**src/rtl/s12_pkg.sv**
```systemverilog
package s12_pkg;

   localparam int unsigned SLOT_W_DEF = 20;
   localparam int unsigned INT_BIT_DEF = 0;

   typedef enum logic {
      PRIO_CLEAR = 1'b0,
      PRIO_SET   = 1'b1
   } irq_prio_e;

   function automatic logic sticky_next(input logic cur, input logic set,
                                        input logic clr, input irq_prio_e prio);
      logic nxt;
      nxt = cur;
      if (prio == PRIO_SET) begin
         if (set)      nxt = 1'b1;
         else if (clr) nxt = 1'b0;
      end else begin
         if (clr)      nxt = 1'b0;
         else if (set) nxt = 1'b1;
      end
      return nxt;
   endfunction

endpackage

```
**src/rtl/s12_gpi_capture.sv**
```systemverilog
module s12_gpi_capture #(
   parameter int unsigned W       = s12_pkg::SLOT_W_DEF,
   parameter int unsigned INT_BIT = s12_pkg::INT_BIT_DEF
) (
   input  logic         clk,
   input  logic         rst_n,
   input  logic         frame_start,
   input  logic         rx_en,
   input  logic         in_valid,
   input  logic [W-1:0] in_data,
   output logic [W-1:0] gpi_q,
   output logic         int_hit
);
   logic take;

   if (W < 1) begin : g_bad_w
      $error("s12_gpi_capture: W must be at least 1");
   end
   if (INT_BIT >= W) begin : g_bad_bit
      $error("s12_gpi_capture: INT_BIT outside payload");
   end

   assign take    = frame_start & rx_en & in_valid;
   assign int_hit = take & in_data[INT_BIT];

   always_ff @(posedge clk or negedge rst_n) begin
      if (!rst_n)    gpi_q <= '0;
      else if (take) gpi_q <= in_data;
   end
endmodule

```
**src/rtl/s12_gpo_emit.sv**
```systemverilog
module s12_gpo_emit #(
   parameter int unsigned W = s12_pkg::SLOT_W_DEF
) (
   input  logic         clk,
   input  logic         rst_n,
   input  logic         frame_start,
   input  logic         tx_en,
   input  logic         req,
   input  logic         wr,
   input  logic [W-1:0] wdata,
   output logic [W-1:0] out_data,
   output logic         out_valid
);
   logic [W-1:0] gpo_q;
   logic         req_prev_q;

   always_ff @(posedge clk or negedge rst_n) begin
      if (!rst_n)  gpo_q <= '0;
      else if (wr) gpo_q <= wdata;
   end

   always_ff @(posedge clk or negedge rst_n) begin
      if (!rst_n)           req_prev_q <= 1'b0;
      else if (frame_start) req_prev_q <= req;
   end

   always_comb begin
      out_valid = tx_en & req_prev_q;
      out_data  = tx_en ? gpo_q : '0;
   end
endmodule

```
**src/rtl/s12_irq_sticky.sv**
```systemverilog
module s12_irq_sticky #(
   parameter s12_pkg::irq_prio_e PRIO = s12_pkg::PRIO_SET
) (
   input  logic clk,
   input  logic rst_n,
   input  logic set,
   input  logic clr,
   input  logic mask,
   output logic pend,
   output logic irq
);
   logic pend_d;

   if (PRIO == s12_pkg::PRIO_SET) begin : g_set_wins
      assign pend_d = set | (pend & ~clr);
   end else begin : g_clr_wins
      assign pend_d = s12_pkg::sticky_next(pend, set, clr, PRIO);
   end

   always_ff @(posedge clk or negedge rst_n) begin
      if (!rst_n) pend <= 1'b0;
      else        pend <= pend_d;
   end

   assign irq = pend & mask;
endmodule

```
**src/rtl/gpio_slot_shadow.sv**
```systemverilog
module gpio_slot_shadow #(
   parameter int unsigned        W       = s12_pkg::SLOT_W_DEF,
   parameter int unsigned        INT_BIT = s12_pkg::INT_BIT_DEF,
   parameter s12_pkg::irq_prio_e PRIO    = s12_pkg::PRIO_SET
) (
   input  logic         clk,
   input  logic         rst_n,
   input  logic         frame_start,
   input  logic         rx_en,
   input  logic         tx_en,
   input  logic [W-1:0] in_data,
   input  logic         in_valid,
   input  logic         req,
   input  logic         gpo_wr,
   input  logic [W-1:0] gpo_wdata,
   input  logic         irq_clr,
   input  logic         irq_mask,
   output logic [W-1:0] out_data,
   output logic         out_valid,
   output logic [W-1:0] gpi_data,
   output logic         irq_pending,
   output logic         irq
);
   logic int_hit;

   s12_gpi_capture #(.W(W), .INT_BIT(INT_BIT)) u_cap (
      .clk(clk), .rst_n(rst_n), .frame_start(frame_start), .rx_en(rx_en),
      .in_valid(in_valid), .in_data(in_data), .gpi_q(gpi_data), .int_hit(int_hit)
   );

   s12_gpo_emit #(.W(W)) u_emit (
      .clk(clk), .rst_n(rst_n), .frame_start(frame_start), .tx_en(tx_en),
      .req(req), .wr(gpo_wr), .wdata(gpo_wdata),
      .out_data(out_data), .out_valid(out_valid)
   );

   s12_irq_sticky #(.PRIO(PRIO)) u_irq (
      .clk(clk), .rst_n(rst_n), .set(int_hit), .clr(irq_clr), .mask(irq_mask),
      .pend(irq_pending), .irq(irq)
   );
endmodule

```
**config.mk**
```make
export PLATFORM = sky130hd
export DESIGN_NAME = gpio_slot_shadow
export DESIGN_NICKNAME = d
export VERILOG_FILES = /design/src/rtl/s12_pkg.sv /design/src/rtl/s12_gpi_capture.sv /design/src/rtl/s12_gpo_emit.sv /design/src/rtl/s12_irq_sticky.sv /design/src/rtl/gpio_slot_shadow.sv
export SDC_FILE = /design/constraint.sdc
export NUM_CORES = 1
export LEC_CHECK = 0
export ABC_AREA = 1
export BUFFER_PORTS_ARGS = -buffer_cell sky130_fd_sc_hd__buf_2
export CAP_MARGIN = 20
export CORE_MARGIN = 2
export CORE_UTILIZATION = 35
export CTS_BUF_LIST = sky130_fd_sc_hd__clkbuf_8
export DETAILED_ROUTE_END_ITERATION = 16
export HOLD_SLACK_MARGIN = 0.15
export MAX_ROUTING_LAYER = met4
export PLACE_DENSITY = 0.71
export SLEW_MARGIN = 20
export SYNTH_ARGS = -nofsm -noshare
export SYNTH_HDL_FRONTEND = slang
export SYNTH_HIERARCHICAL = 1
export SYNTH_SLANG_ARGS = --single-unit
```
**constraint.sdc**
```tcl
create_clock -name clk -period 0.9 [get_ports clk]
set_input_delay 0.045 -clock clk [delete_from_list [all_inputs] [get_ports clk]]
set_output_delay 0.045 -clock clk [all_outputs]
set_load 0.02 [all_outputs]
```
==> impl_metrics.csv <==
group,metric,value,unit
outcome,outcome,"complete, but fails checks",
outcome,failed_checks,"negative setup slack",
detailed_routing,ant_nets,0,
die,die_y,76.7,um
critical_path,critPathArrivalTime,0.94,ns
sta,finalMaxSlewViolations,0,
sta,worst-slew-pin-transition,0.419,ns
final_layout,n_antenna_cell,0,
synth,synth.largest_area_cell,"dfrtp_1",
pwr,irDropWorstVdd,1.17,mV
critical_path,crit_fanout,3,
sta,hold_violations,0,
die,io_pins,93,
sta,setup_viol,22,
die,die_area,5890,um^2
detailed_routing,avgViaCountPerCell,4.40,
synth,synth_area_leaders,"dfrtp_1 57%, nand2_1 26%, nand4_1 6.8%",
final_layout,fin_cells,463,
placement,place_area,2350,um^2
cts,cts_buffers,5,
synth,syn_area_per_cell,8.02,um^2
pwr,totalPowerFinal,5400,uW
cts,clock-sinks,42,
cts,cts-htree-levels,2,
grt,grt_max_degree,43,
critical_path,crit_required,0.85,ns
synth,ys_warn_count,6,
final_layout,syn2layout_area_growth,82.4,%
detailed_routing,drtIter0Drc,88,
final_layout,nets,443,
sta,clock_skew,0,ns
pwr,pwr_density_cell,1600,nW/um^2
min_path,hold_class,"input port to flip-flop",
critical_path,crit_slowest_cell,"dfrtp_1",
synth,synthDistinctLibCells,9,
cts,insertion_delay,0.29,ns
critical_path,crit_path_end_kind,"output port",
cts,clk_pin_slew,0.08,ns
grt,grt_antenna_before_repair,0,
placement,io_buffers,92,
synth,syn_area,1850,um^2
detailed_routing,wl_per_cell,12.6,um
sta,min_period_over_period,110,%
detailed_routing,remaining_drc_errors,0,
critical_path,cp_top_family,"flip-flops",
synth,netlist_instances,231,
final_layout,drive_above_1_share,37.2,%
grt,overflow,0,
placement,place_inst,383,
cts,cts_buffer_depth,2,
final_layout,stdcell_area,3380,um^2
detailed_routing,via_count,2039,
critical_path,crit_type,"flip-flop to output port",
synth,ys_seq_elements,42,
critical_path,cp_cell_sequence,"nand2_1 -> inv_2 -> buf_6",
sta,fin_ws,-0.0865,ns
run,max_cap_violations,0,
synth,syn-num-nets,281,
critical_path,critPathBufInv,2,
sta,grt_setup_unrepaired,"true",
sta,min_period,0.987,ns
pwr,p_leak,0.00195,uW
placement,place.gp.congestion,0.711,
synth,synth_top_area_share,56.8,%
die,num_rows,26,
cts,clockRootBuffer,"clkbuf_8",
sta,fmax,1.01,GHz
die,fp.dieW,76.7,um
grt,grt_usage,19.4,%
detailed_routing,first_pass_iters,5,
sta,relSlewSlack,72.1,%
critical_path,max_stage_delay,0.41,ns
cts,cts_tree,"done",
die,start_util,36.3,%
grt,grt_first_pass_wirelength,8950,um
detailed_routing,wl,5840,um
placement,dpl.hpwl,2890,um
grt,grt_pass1_vias,2008,
synth,ys_seq_area_share,56.8,%
critical_path,start_kind,"flip-flop",
die,core_area,5110,um^2
sta,holdWs,0.0947,ns
[Yosys cell counts (all sizes together)]
cell type,instances
buf,14
dfrtp,42
inv,27
nand2,127
nand3,1
nand4,20
[final cells by class]
class | count | area, um^2
Fill cell | 422 | 1730
Timing Repair Buffer | 169 | 1410
Sequential cell | 42 | 1050
Multi-Input combinational cell | 148 | 614
Inverter | 27 | 101
Tap cell | 70 | 87.6
Clock buffer | 6 | 82.6
Clock inverter | 1 | 30.0
[registers in the layout (all words and copies together), names as in the netlist]
| name | cells |
|---|---|
| u_emit/gpo_q | 20 |
| u_cap/gpi_q | 20 |
| u_irq/pend | 1 |
| u_emit/req_prev_q | 1 |
[cell families (layout without fill, tap and decap cells)]
group / after synthesis / count (layout) / share of synthesized area [%]
AND/OR/NAND/NOR: 148 / 148 / 32.8
flip-flops: 42 / 42 / 56.8
buffers and inverters: 41 / 203 / 10.5
[worst min-delay path: stages]
cell	delay, ns
buf_2	0.18
nand2_1	0.08
nand2_1	0.04
[layout by cell type, fill, tap and decap left out]
| cell type | Yosys | final |
|---|---|---|
| clkbuf_8 | 0 | 6 |
| buf_6 | 2 | 38 |
| nand2_1 | 127 | 124 |
| dfrtp_1 | 42 | 42 |
| buf_12 | 0 | 1 |
| dlygate4sd3_1 | 0 | 48 |
| nand4_1 | 20 | 20 |
| nand3_1 | 1 | 1 |
| inv_2 | 2 | 15 |
| nand2_2 | 0 | 3 |
| inv_1 | 25 | 12 |
| buf_4 | 4 | 29 |
| buf_2 | 8 | 53 |
| bufinv_16 | 0 | 1 |
[metal layers]
metal  GRT usage, %  vias up  share of wire [%]
met1           21.5      935                 40
met2           34.5       71                 54
met4           6.55        0                1.2
met5              -        -                  0
li1               -     1025                  -
met3           4.24        8                5.0
[power by group]
part           total [uW]  switching, uW  internal, uW
clock                1500            608           887
combinational        1640            774           869
sequential           2270            150          2120
total                5400           1530          3870
[path summary, 6_finish.rpt]
check,startpoint,slack (ns),to,cells after the start
max,u_irq/pend,-0.09,irq,3
min,gpo_wr,0.09,u_emit/gpo_q[14],3
max reg2reg,u_emit/gpo_q[11],0.06,u_emit/gpo_q[11],4
min reg2reg,u_emit/gpo_q[0],0.47,u_emit/gpo_q[0],2
max in group asynchronous,rst_n,0.43,u_emit/gpo_q[14],3
min in group asynchronous,rst_n,0.27,u_emit/gpo_q[1],3
[through the flow]
stage                     setup slack, ns  setup TNS (ns)  utilization (%)
after floorplan                     0.193               0                -
after global placement            -0.0217          -0.355             46.0
after detailed placement          -0.0489          -0.796             46.0
after CTS                         -0.0834           -1.30             60.9
after global routing               -0.132           -2.64             66.1
final                             -0.0865           -1.24             66.1
[timing repair]
action | CTS | global route
gates resized for setup | 51 | 42
setup buffers | 7 | 18
endpoints found under the setup margin | 25 | 53
hold buffers | 44 | 5
pin swaps | 1 | 0
endpoints found under the hold margin | 84 | 12
Power figures use the tool's default switching activity.
